**src/rtl/fifo_chain_pkg.sv**
```systemverilog
`timescale 1ns/1ps
package fifo_chain_pkg;
  typedef enum logic {
    MODE_STD  = 1'b0,
    MODE_FWFT = 1'b1
  } rd_mode_e;
endpackage

```
**src/rtl/chain_core.sv**
```systemverilog
`timescale 1ns/1ps
// Plain synchronous FIFO: registered read port, one-cycle read latency.
module chain_core #(
  parameter int W     = 8,
  parameter int DEPTH = 16
) (
  input  logic         clk,
  input  logic         rst,
  input  logic         wr_en,
  input  logic [W-1:0] din,
  output logic         full,
  output logic         almost_full,
  input  logic         rd_en,
  output logic [W-1:0] dout,
  output logic         empty,
  output logic         valid
);
  localparam int AW = (DEPTH > 1) ? $clog2(DEPTH) : 1;
  localparam int CW = $clog2(DEPTH + 1);

  logic [W-1:0]  mem [DEPTH];
  logic [AW-1:0] wptr, rptr;
  logic [CW-1:0] count;
  logic          do_wr, do_rd;

  assign full        = (count == CW'(DEPTH));
  assign almost_full = (count >= CW'(DEPTH - 1));
  assign empty       = (count == '0);
  assign do_wr       = wr_en && !full;
  assign do_rd       = rd_en && !empty;

  // storage and read register carry no reset so block RAM can be inferred
  always_ff @(posedge clk) begin
    if (do_wr) mem[wptr] <= din;
    if (do_rd) dout <= mem[rptr];
  end

  always_ff @(posedge clk) begin
    if (rst) begin
      wptr  <= '0;
      rptr  <= '0;
      count <= '0;
      valid <= 1'b0;
    end else begin
      if (do_wr) wptr <= (wptr == AW'(DEPTH - 1)) ? '0 : wptr + 1'b1;
      if (do_rd) rptr <= (rptr == AW'(DEPTH - 1)) ? '0 : rptr + 1'b1;
      count <= count + CW'(do_wr) - CW'(do_rd);
      valid <= do_rd;
    end
  end
endmodule

```
**src/rtl/chain_stage.sv**
```systemverilog
`timescale 1ns/1ps
// One storage stage: a core FIFO, optionally followed by a two-word
// prefetch buffer that presents the head word before it is requested.
module chain_stage
  import fifo_chain_pkg::*;
#(
  parameter int       W     = 8,
  parameter int       DEPTH = 16,
  parameter rd_mode_e MODE  = MODE_STD
) (
  input  logic         clk,
  input  logic         rst,
  input  logic         wr_en,
  input  logic [W-1:0] din,
  output logic         full,
  output logic         almost_full,
  input  logic         rd_en,
  output logic [W-1:0] dout,
  output logic         empty,
  output logic         valid
);
  generate
    if (MODE == MODE_STD) begin : g_std
      chain_core #(.W(W), .DEPTH(DEPTH)) i_core (
        .clk(clk), .rst(rst),
        .wr_en(wr_en), .din(din), .full(full), .almost_full(almost_full),
        .rd_en(rd_en), .dout(dout), .empty(empty), .valid(valid)
      );
    end else begin : g_fwft
      localparam int PF = 2;

      logic         core_empty, core_valid, core_rd, pop;
      logic [W-1:0] core_dout;
      logic [1:0]   occ;
      logic [2:0]   occ_after;
      logic         wsel, rsel;
      logic [W-1:0] slot [PF];

      chain_core #(.W(W), .DEPTH(DEPTH)) i_core (
        .clk(clk), .rst(rst),
        .wr_en(wr_en), .din(din), .full(full), .almost_full(almost_full),
        .rd_en(core_rd), .dout(core_dout), .empty(core_empty), .valid(core_valid)
      );

      assign pop       = rd_en && (occ != 2'd0);
      // words held or landing after this edge, counting the one in flight
      assign occ_after = 3'(occ) + 3'(core_valid) - 3'(pop);
      assign core_rd   = !core_empty && (occ_after < 3'(PF));

      always_ff @(posedge clk) begin
        if (core_valid) slot[wsel] <= core_dout;
      end

      always_ff @(posedge clk) begin
        if (rst) begin
          occ  <= 2'd0;
          wsel <= 1'b0;
          rsel <= 1'b0;
        end else begin
          occ <= occ_after[1:0];
          if (core_valid) wsel <= ~wsel;
          if (pop)        rsel <= ~rsel;
        end
      end

      assign dout  = slot[rsel];
      assign valid = (occ != 2'd0);
      assign empty = (occ == 2'd0);
    end
  endgenerate
endmodule

```
**src/rtl/chain_link.sv**
```systemverilog
`timescale 1ns/1ps
// Flow control between the two stages.
module chain_link
  import fifo_chain_pkg::*;
#(
  parameter rd_mode_e MODE = MODE_STD
) (
  input  logic up_empty,
  input  logic up_valid,
  input  logic dn_full,
  input  logic dn_almost_full,
  output logic up_rd,
  output logic dn_wr
);
  generate
    if (MODE == MODE_STD) begin : g_std
      // stop one entry early: the word issued last cycle is still in flight
      assign up_rd = !up_empty && !dn_almost_full;
      assign dn_wr = up_valid;
    end else begin : g_fwft
      assign up_rd = up_valid && !dn_full;
      assign dn_wr = up_valid && up_rd;
    end
  endgenerate
endmodule

```
**src/rtl/fifo_chain.sv**
```systemverilog
`timescale 1ns/1ps
module fifo_chain
  import fifo_chain_pkg::*;
#(
  parameter int       W     = 8,
  parameter int       DEPTH = 16,
  parameter rd_mode_e MODE  = MODE_STD
) (
  input  logic         clk,
  input  logic         rst,
  input  logic         wr_en,
  input  logic [W-1:0] wr_data,
  output logic         full,
  output logic         almost_full,
  input  logic         rd_en,
  output logic [W-1:0] rd_data,
  output logic         empty,
  output logic         valid
);
  logic         up_empty, up_valid, up_rd;
  logic [W-1:0] up_dout;
  logic         dn_full, dn_almost_full, link_wr;

  chain_stage #(.W(W), .DEPTH(DEPTH), .MODE(MODE)) i_stage0 (
    .clk(clk), .rst(rst),
    .wr_en(wr_en), .din(wr_data), .full(full), .almost_full(almost_full),
    .rd_en(up_rd), .dout(up_dout), .empty(up_empty), .valid(up_valid)
  );

  chain_link #(.MODE(MODE)) i_link (
    .up_empty(up_empty), .up_valid(up_valid),
    .dn_full(dn_full), .dn_almost_full(dn_almost_full),
    .up_rd(up_rd), .dn_wr(link_wr)
  );

  chain_stage #(.W(W), .DEPTH(DEPTH), .MODE(MODE)) i_stage1 (
    .clk(clk), .rst(rst),
    .wr_en(link_wr), .din(up_dout), .full(dn_full), .almost_full(dn_almost_full),
    .rd_en(rd_en), .dout(rd_data), .empty(empty), .valid(valid)
  );
endmodule

```
**config.mk**
```make
export PLATFORM = sky130hd
export DESIGN_NAME = fifo_chain
export DESIGN_NICKNAME = d
export VERILOG_FILES = /design/src/rtl/fifo_chain_pkg.sv /design/src/rtl/chain_core.sv /design/src/rtl/chain_stage.sv /design/src/rtl/chain_link.sv /design/src/rtl/fifo_chain.sv
export SDC_FILE = /design/constraint.sdc
export NUM_CORES = 1
export LEC_CHECK = 0
export BUFFER_PORTS_ARGS = -buffer_cell sky130_fd_sc_hd__buf_2
export CAP_MARGIN = 25
export CORE_MARGIN = 5
export CORE_UTILIZATION = 65
export CTS_CLUSTER_SIZE = 20
export DETAILED_ROUTE_END_ITERATION = 6
export GPL_TIMING_DRIVEN = 0
export PLACE_DENSITY = 0.82
export SLEW_MARGIN = 5
export SYNTH_ARGS = -nofsm -noshare
export SYNTH_HDL_FRONTEND = slang
export SYNTH_SLANG_ARGS = --single-unit
```
**constraint.sdc**
```tcl
create_clock -name clk -period 9 [get_ports clk]
set_clock_uncertainty 0.1 [all_clocks]
set_input_delay 0.45 -clock clk [delete_from_list [all_inputs] [get_ports clk]]
set_output_delay 0.45 -clock clk [all_outputs]
set_load 0.005 [all_outputs]
```
* After elaboration in Yosys (flattened, before gate mapping)
Memory sizes are Yosys's and may differ from the RTL's. A register that Yosys moved wholly into a read port is not among the register bits. Cells that the tools add are included.
Word-level totals: memories kept 2, register bits 28, bits in read-only memories 0, bits in writable memories 256, output and inout bits 12, bits in latches 0, logic and storage cells 46, input bits 12
Memory list:
- i_stage0.g_std.i_core.mem | words 16, bits a word 8, rd ports 1, clocked after Yosys merged registers in 1, write ports 1, line chain_core.sv:21 | logic [W-1:0] mem [DEPTH];
- i_stage1.g_std.i_core.mem | words 16, bits a word 8, rd ports 1, clocked after Yosys merged registers in 1, write ports 1, line chain_core.sv:21
Operators by class: div/mod/pow operators 0, bitwise gates (word level) 0, muxes and demuxes 8, reduce and logical (&&, ||, !) cells 12, eq/ne operators 6, order comparisons 2, shift operators 0, $add $sub $neg 8, multipliers 0
Operator list (number):
- adder 4 x 1 -> 4 bit, second input constant | 4
- == test 4 bit, second input constant | 4
- 2-to-1 mux 4 bit | 4
- adder 5 x 1 -> 5 bit | 2
- == test 5 bit, second input constant | 2
- greater-or-equal comparator 5 x 4 -> 1 bit, second input constant | 2
- logical NOT 5 bit | 2
- subtractor 5 x 1 -> 5 bit | 2
- logical AND 1 bit | 5
- logical NOT 1 bit | 5
- 2-to-1 mux 1 bit | 4

* Logic depth before layout (Yosys ltp)
Gate-level depths: netlist of run 1.
depth in word-level cells 5, mapped depth 14, gate-level depth less buffers 13

* Modules after synthesis
A second synthesis of run 1 with hierarchy kept.
Unflattened totals: cell total of the unflattened synthesis 640, area total of the unflattened synthesis 11940.2 sq um
By module, submodules not included:
- chain_core | seq. area each 4364.2 sq um, cells an instance 319, instances 2, area each 5964.5 sq um
- chain_link | seq. area each 0.0 sq um, cells an instance 2, instances 1, area each 11.3 sq um

* Worst setup path before layout of run 1
Ideal clock, no wire load.
kind register -> register, from register i_stage1.g_std.i_core.count[4], to register i_stage0.g_std.i_core.count[4], buffers on the path 0, setup time 0.128 ns, stages on the path, launching flop included 13, slack 6.136 ns, clock period less this slack 2.864 ns, data arrival time 2.636 ns, required time 8.772 ns, path through dfxtp_1 > inv_2 > ha_1 > a22o_1 > a211oi_4 > ha_1 > inv_1 > ha_1 > fa_1 > a21oi_1 > o21bai_1 > xnor2_1 > nor2_1
Between the ends: word-level cells in the longest chain between the ends 5
RTL lines:
- start: declaration | line chain_core.sv:23 | logic [CW-1:0] count;
- start signal: assignment | line chain_core.sv:47 | count <= count + CW'(do_wr) - CW'(do_rd);
- greater-or-equal comparator 5 x 4 -> 1 bit | line chain_core.sv:27 | assign almost_full = (count >= CW'(DEPTH - 1));
- logical NOT 1 bit | line chain_link.sv:18 | assign up_rd = !up_empty && !dn_almost_full;
- logical AND 1 bit | line chain_link.sv:18
- logical AND 1 bit | line chain_core.sv:30 | assign do_rd = rd_en && !empty;
- net i_stage0.g_std.i_core.do_rd | line chain_core.sv:24 | logic do_wr, do_rd;
- subtractor 5 x 1 -> 5 bit | line chain_core.sv:47
- end signal: assignment | line chain_core.sv:47
- end: declaration | line chain_core.sv:23
The timed path passes the listed nets, and every way through them passes these cells. A chain may end at the register's enable or synchronous reset.

* Final worst setup path of run 1
Same ends and word-level chain as after synthesis.

==> out/results.txt, run 1 <==
vias post-DR - 6140
Yosys warning count - 0
top-area cell type share of the netlist area - 0.6843
post_cts resized - 0
die width - 145.5 µm
top post-synthesis cells by count - 272 x edfxtp_1, 64 x mux4_2, 43 x nor2_1
largest net degree at the start of global routing - 17
FF-to-FF Start - i_stage1.g_std.i_core.count[4]
Seq cells post-synth - 300
final worst slack - 5.678 ns
hold path cells - 4
synthesis-to-finish area growth - 11.30%
Syn Area/Cell - 18.83 µm²
relative slew slack - 0.3858
status - finished clean
PwrDens - 292.8 nW/µm²
CTS buffer count - 29
worst path arrival time - 3.62 ns
Worst path max stage delay - 0.75 ns
hold path start - rd_en
r2r setup slk - 5.68 ns
Leakage - 4.393 nW
dpl cell area - 12380 µm²
CP top delay family - compound AO/OA/AOI/OAI gates
Hold Path Sink - i_stage1.g_std.i_core.rptr[2]
Post-Syn Nets - 676
post-synthesis cell count - 634
post-route ant nets - 0
Clk Latency, worst-skew pair - 0.53 ns
CP max FO - 14
cell depth of the worst flop-to-flop path - 12
setup TNS - 0 ns
Die H - 145.5 µm
wire length of the first global-routing pass - 37.12 mm
TritonCTS clock tree - done
drc violations - 0
Total GRT Usage - 0.2269
design area - 13280 µm²
HP Class - in2reg
# rows - 49
Clock Path Buffers - 3
RSZ-0062 raised after global routing - false
routed wire length - 24.18 mm
Nets - 737
async set-reset flop share out of synthesis - 0
starting density of the core - 0.6622
Peak Freq - 301.0 MHz
vias per inst - 6.504
Setup violations, final - 0
CP Depth - 12
part of the Yosys area used for sequential elements - 0.7313
CTS sink cnt - 300
pre-CTS setup slack - 5.710 ns
Post-CTS Setup Bufs - 0
drt pass-1 iters - 5
DPL Wire Length - 15.19 mm
cell taking the most area after synthesis - edfxtp_1
wire per inst - 25.61 µm
Post-synth EDFFs - 272
CTS HTree Levels - 1
Critical Path End Type - register
Worst-Margin Slew - 0.9179 ns
initial antenna violation count - 0
n_diodes - 0
critical path class - reg2reg
I/O Buffers - 22
CP Cell Sequence - inv_2, ha_1, a22o_1, a211oi_4, ha_1, inv_1, ha_1, fa_1, a21oi_1, o21bai_1, xnor2_1, nor2_1
DR iter-0 viols - 589
Post-synth top flop - edfxtp_1
max-slew violations - 0
gpl congestion - 0.7857
clk slew on worst S/H paths - 0.06 ns
IO Pins - 24
fin crit period - 3.322 ns
CTS Hold Bufs - 0
Tcrit/Tclk final - 0.3691
CP Launch Type - register
Max Cap Viol - 0
largest cells by area after synthesis - edfxtp_1 68%, mux4_2 12%, dfxtp_1 4.7%
core area - 18020 µm²
CP max stage cell - a211oi_4
post-synthesis cell area - 11940 µm²
VDD IR-drop max - 0.2117 mV
GRT overflow - 0
vias in the first global route - 6408
share of layout cells above drive strength 1 - 0.2224
Final Hold Fails - 0
Worst Path Buf+Inv - 2
Most common cell on crit path - ha_1
FF-to-FF End - i_stage0.g_std.i_core.count[4]
Netlist cell types - 42
Req. time, crit path - 9.29 ns
Die Area - 21170 µm²
Root Driver - clkbuf_16
most common cell in the netlist - edfxtp_1
flip-flops by register name (all words and copies together), names as in the netlist:
| signal | cells |
|---|---|
| i_stage0.g_std.i_core.mem | 128 |
| i_stage1.g_std.i_core.dout | 8 |
| i_stage1.g_std.i_core.count | 5 |
| i_stage1.g_std.i_core.rptr | 4 |
| i_stage1.g_std.i_core.mem | 128 |
| i_stage0.g_std.i_core.wptr | 4 |
| i_stage0.g_std.i_core.rptr | 4 |
| i_stage1.g_std.i_core.valid | 1 |
| i_stage0.g_std.i_core.dout | 8 |
| i_stage1.g_std.i_core.wptr | 4 |
| i_stage0.g_std.i_core.valid | 1 |
| i_stage0.g_std.i_core.count | 5 |
where the power goes:
part	switching [mW]	internal, mW	leakage [nW]	total [mW]
combinational	0.442	0.401	1.25	0.842
sequential	0.147	1.74	2.70	1.89
clock	0.486	0.672	0.451	1.16
total	1.08	2.81	4.39	3.89
worst max-delay path by stage:
stage                                         from                              to
floorplan           i_stage1.g_std.i_core.count[4]  i_stage0.g_std.i_core.count[4]
global placement    i_stage1.g_std.i_core.count[4]  i_stage0.g_std.i_core.count[4]
detailed placement  i_stage1.g_std.i_core.count[4]  i_stage0.g_std.i_core.count[4]
CTS                 i_stage1.g_std.i_core.count[4]  i_stage0.g_std.i_core.count[4]
global route        i_stage1.g_std.i_core.count[4]  i_stage0.g_std.i_core.count[4]
finish              i_stage1.g_std.i_core.count[4]  i_stage0.g_std.i_core.count[4]
layer usage:
layer / track usage / vias to the layer above / share of wire
met5: 0 / - / 0
met4: 0.04851 / 0 / 0.020
met3: 0.03395 / 51 / 0.070
met2: 0.3990 / 297 / 0.53
met1: 0.3069 / 3160 / 0.38
li1: - / 2632 / -
area by class of cell:
type	count	area (µm²)
clock buffers	32	737.0
well taps	229	286.5
inverters	22	82.58
flip-flops and latches	300	8728
multi-input cells	280	2965
plain buffers	32	158.9
clock inverters	19	170.2
fillers	999	4741
repair buffers	30	155.1
cell usage in the layout (no fill, tap or decap), types with 5 or more instances in the layout:
| cell type | synthesis | final |
|---|---|---|
| dfxtp_1 | 28 | 28 |
| buf_1 | 5 | 5 |
| nand2b_1 | 5 | 5 |
| nor3_1 | 10 | 10 |
| clkinv_2 | 0 | 9 |
| mux2i_1 | 6 | 6 |
| nor2_1 | 43 | 43 |
| a22oi_1 | 33 | 33 |
| nor2b_1 | 10 | 10 |
| a21oi_1 | 10 | 10 |
| edfxtp_1 | 272 | 272 |
| xnor2_1 | 7 | 7 |
| clkbuf_1 | 15 | 18 |
| mux4_2 | 64 | 64 |
| nand2_1 | 29 | 29 |
| buf_2 | 7 | 35 |
| clkbuf_16 | 0 | 29 |
| clkinv_1 | 0 | 5 |
| inv_1 | 19 | 19 |
| ha_1 | 28 | 28 |
worst min-delay path: stages:
cell     delay [ns]
buf_2          0.11
nand3_1        0.07
xor2_1         0.06
nor2_1         0.07
cell families (layout without fill, tap and decap cells):
logic type / Yosys count / after routing / synth area share
AO/OA/AOI/OAI: 62 / 62 / 0.04057
AND/OR/NAND/NOR: 108 / 108 / 0.04204
flip-flops: 300 / 300 / 0.7313
multiplexers: 70 / 70 / 0.1258
buffers and inverters: 54 / 135 / 0.02023
XOR/XNOR: 10 / 10 / 0.007339
adder cells (fa/ha/maj): 30 / 30 / 0.03271
through the flow:
stage | hold slack, ns | cells | utilization | power, mW
2_1_floorplan | 0.3932 | 634 | - | 2.472
3_3_place_gp | 0.4079 | 885 | 0.6842 | 2.685
3_5_place_dp | 0.4427 | 893 | 0.6867 | 2.749
4_1_cts | 0.1592 | 944 | 0.7370 | 3.910
5_1_grt | 0.2027 | 944 | 0.7370 | 4.060
6_report | 0.1755 | 944 | 0.7370 | 3.890
Note: power is estimated with default switching activity, not from simulation.
==> inputs of run 2 (changes only) <==
- ABC_AREA: default -> 1
- CORE_UTILIZATION: 65 -> 57
- PLACE_DENSITY: 0.82 -> 0.76
- clock period: 9 -> 2.85 ns (I/O delays scaled with it)
==> run 2 against run 1 <==
Synthesized cell count is 110% higher. Total power rose to 3.5 times the previous value. Area after synthesis is 12% higher. First-iteration DRC count rose by 25%. Combinational power increased to 4.4 times the previous value. Sequential power grew to 3.2 times the previous value. Non-clock buffer count grew 24. Final cell count rose by 86%. Worst setup slack got worse by 5.5 ns. Critical path type unchanged. Largest cell class unchanged. Highest routed layer is now met5.
==> out/results.txt, run 2 <==
fin crit period - 2.705 ns (-0.6169 ns)
Clk Latency, worst-skew pair - 0.54 ns (about the same)
r2r setup slk - 0.14 ns (-5.53 ns)
routed wire length - 28.92 mm (+20%)
Peak Freq - 369.7 MHz (+23%)
Req. time, crit path - 3.19 ns (-6.10 ns)
# rows - 56 (+14%)
most common cell in the netlist - nand2_1
vias per inst - 5.183 (-20%)
FF-to-FF Start - i_stage1.g_std.i_core.count[2]
Syn Area/Cell - 9.889 µm² (-47%)
largest cells by area after synthesis - edfxtp_1 61%, nand2_1 13%, inv_1 6.1%
Post-synth EDFFs - 272 (unchanged)
CP endpoint - i_stage1.g_std.i_core.count[4]
mux cell area share after synthesis - 0 (-0.1258)
part of the Yosys area used for sequential elements - 0.6553 (-0.07604)
post-synthesis cell count - 1347 (+110%)
final std cells w/o fill - 1760 (+86%)
initial antenna violation count - 1 (+1)
Final Hold Fails - 0 (unchanged)
Tcrit/Tclk final - 0.9492 (+0.5800)
largest net degree at the start of global routing - 17 (unchanged)
hold path cells - 3 (-1)
relative slew slack - 0.4042 (+0.01837)
Die H - 162.9 µm (+12%)
largest family of logic cells by synthesized area - simple AND/OR/NAND/NOR gates
IO Pins - 24 (unchanged)
Total GRT Usage - 0.2196 (-0.007324)
RSZ-0062 raised after global routing - false
die width - 162.9 µm (+12%)
Post-Syn Nets - 1389 (+110%)
vias post-DR - 9122 (+49%)
gpl congestion - 0.8972 (+14%)
CTS buffer count - 30 (+3.4%)
Die Area - 26530 µm² (+25%)
Hold WS - 0.3112 ns (+0.1357 ns)
Leakage - 6.533 nW (+49%)
CTS HTree Levels - 1 (unchanged)
max-slew violations - 0 (unchanged)
TritonCTS clock tree - done
Placed Cells - 1689 (+89%)
share of layout cells above drive strength 1 - 0.08466 (-0.1377)
cell taking the most area after synthesis - edfxtp_1
commonest non-fill, non-tap cells in the layout - 448 x nand2_1, 272 x edfxtp_1, 217 x inv_1
clk slew on worst S/H paths - 0.06 ns (about the same)
Max Cap Viol - 0 (unchanged)
CP max FO - 6 (-8)
core area - 23260 µm² (+29%)
complex-gate fraction of the synthesized area - 0.01578 (-0.02479)
CTS sink cnt - 300 (unchanged)
status - finished clean
Yosys warning count - 0 (unchanged)
Worst-Margin Slew - 0.8905 ns (-0.02745 ns)
starting density of the core - 0.5726 (-0.08954)
post-route ant nets - 0 (unchanged)
wire length of the first global-routing pass - 45.55 mm (+23%)
I/O Buffers - 23 (+4.5%)
CP Launch Type - register
post-synthesis cell area - 13320 µm² (+12%)
DR iter-0 viols - 739 (+25%)
Top Registers - i_stage0.g_std.i_core.mem x128, i_stage1.g_std.i_core.mem x128
GRT overflow - 0 (unchanged)
Netlist cell types - 21 (-50%)
async set-reset flop share out of synthesis - 0 (unchanged)
critical path class - reg2reg
crit path from - i_stage1.g_std.i_core.count[2]
drt pass-1 iters - 6 (+1)
HP Class - in2reg
Seq cells post-synth - 300 (unchanged)
post-synthesis xor/xnor area fraction - 0.001973 (-0.005366)
adder-cell area share of the yosys netlist - 0.02931 (-0.003401)
top post-synthesis cells by count - 450 x nand2_1, 272 x edfxtp_1, 218 x inv_1
VDD IR-drop max - 0.6086 mV (+190%)
Critical Path End Type - register
Setup violations, final - 0 (unchanged)
Clock Path Buffers - 3 (unchanged)
top-area cell type share of the netlist area - 0.6132 (-0.07116)
drc violations - 0 (unchanged)
Synth Area in Simple Gates - 0.2111 (+0.1690)
Post-synth top flop - edfxtp_1
cell depth of the worst flop-to-flop path - 15 (+3)
synthesis-to-finish area growth - 12.72%
wire per inst - 16.43 µm (-36%)
worst path arrival time - 3.04 ns (-0.58 ns)
Nets - 1459 (+98%)
DPL Wire Length - 19.07 mm (+25%)
PwrDens - 909.7 nW/µm² (+210%)
commonest non-fill, non-tap cell in the layout - nand2_1
vias in the first global route - 8773 (+37%)
Root Driver - clkbuf_16
n_diodes - 0 (unchanged)
FF-to-FF End - i_stage1.g_std.i_core.count[4]
run 2: cell count changes after synthesis, sizes merged, moves of 6 or more:
cell | previous run | this run
nor2 | 43 | 96
xnor2 | 7 | 0
a21oi | 10 | 16
nand3 | 4 | 147
inv | 22 | 227
a22oi | 33 | 0
nor3 | 10 | 1
buf | 17 | 34
nand2 | 29 | 450
o21ai | 1 | 26
mux2i | 6 | 0
mux4 | 64 | 0
nor2b | 10 | 0
run 2: cell families after synthesis:
group	count (synthesis)
compound gates	42
fa+ha+maj	30
flops	300
xor+xnor	3
buf+inv	275
simple gates	697
run 2: power breakdown:
group / switching (mW) / internal (mW) / total, mW
Clock: 1.59 / 2.33 / 3.92
Combinational: 2.46 / 1.23 / 3.68
Sequential: 0.485 / 5.57 / 6.06
run 2: critical path, stage by stage (launching register included):
cell	delay, ns
dfxtp_1	0.34
inv_1	0.10
ha_2	0.21
nand3_4	0.13
nand2_4	0.14
clkinvlp_4	0.15
ha_1	0.30
inv_1	0.04
ha_1	0.23
fa_1	0.39
nand2_1	0.09
nand2_1	0.07
a21oi_2	0.14
nand2_1	0.07
nand2_1	0.06
nor2_1	0.04
run 2: layer usage:
| metal | up-vias | track usage | routed length, µm |
|---|---|---|---|
| li1 | 4442 | - | - |
| met1 | 4206 | 0.2806 | 11290 |
| met2 | 396 | 0.3911 | 14620 |
| met3 | 76 | 0.03113 | 2051 |
| met4 | 2 | 0.06596 | 947 |
| met5 | - | 0 | 11 |
run 2: worst min path at each step:
stage / start / end / slack (ns)
floorplan: rst / i_stage0.g_std.i_core.valid / 0.12
global placement: rst / i_stage0.g_std.i_core.valid / 0.26
detailed placement: rst / i_stage0.g_std.i_core.valid / 0.26
CTS: rst / i_stage0.g_std.i_core.valid / 0.29
global route: rst / i_stage0.g_std.i_core.valid / 0.31
finish: rst / i_stage0.g_std.i_core.valid / 0.31
run 2: area by class of cell:
| type | instances | area, µm² |
|---|---|---|
| multi-input cells | 772 | 3477 |
| plain buffers | 48 | 301.5 |
| clock buffers | 39 | 835.8 |
| repair buffers | 38 | 255.2 |
| inverters | 227 | 855.8 |
| clock inverters | 17 | 161.4 |
| fillers | 1828 | 8248 |
| well taps | 319 | 399.1 |
| flip-flops and latches | 300 | 8728 |
run 2: what timing repair did:
item	4_1_cts	5_1_grt
setup endpoints to repair	3	2
hold endpoints to repair	140	0
resized for setup	3	7
setup buffers	1	3
hold buffers	11	0
pin swaps	0	1
run 2: stage by stage:
| step | cell area [µm²] | TNS, ns | utilization | worst slack [ns] | power, mW |
|---|---|---|---|---|---|
| after CTS | 14960 | -0.07567 | 0.6431 | -0.07567 | 13.60 |
| after detailed placement | 13830 | -0.4032 | 0.5947 | -0.2195 | 9.662 |
| after global placement | 13830 | -0.2768 | 0.5947 | -0.1422 | 9.533 |
| after global routing | 15010 | 0 | 0.6454 | 0.007624 | 14.44 |
| after floorplan | 13320 | 0 | - | 0.2182 | 8.424 |
| final | 15010 | 0 | 0.6454 | 0.1449 | 13.66 |
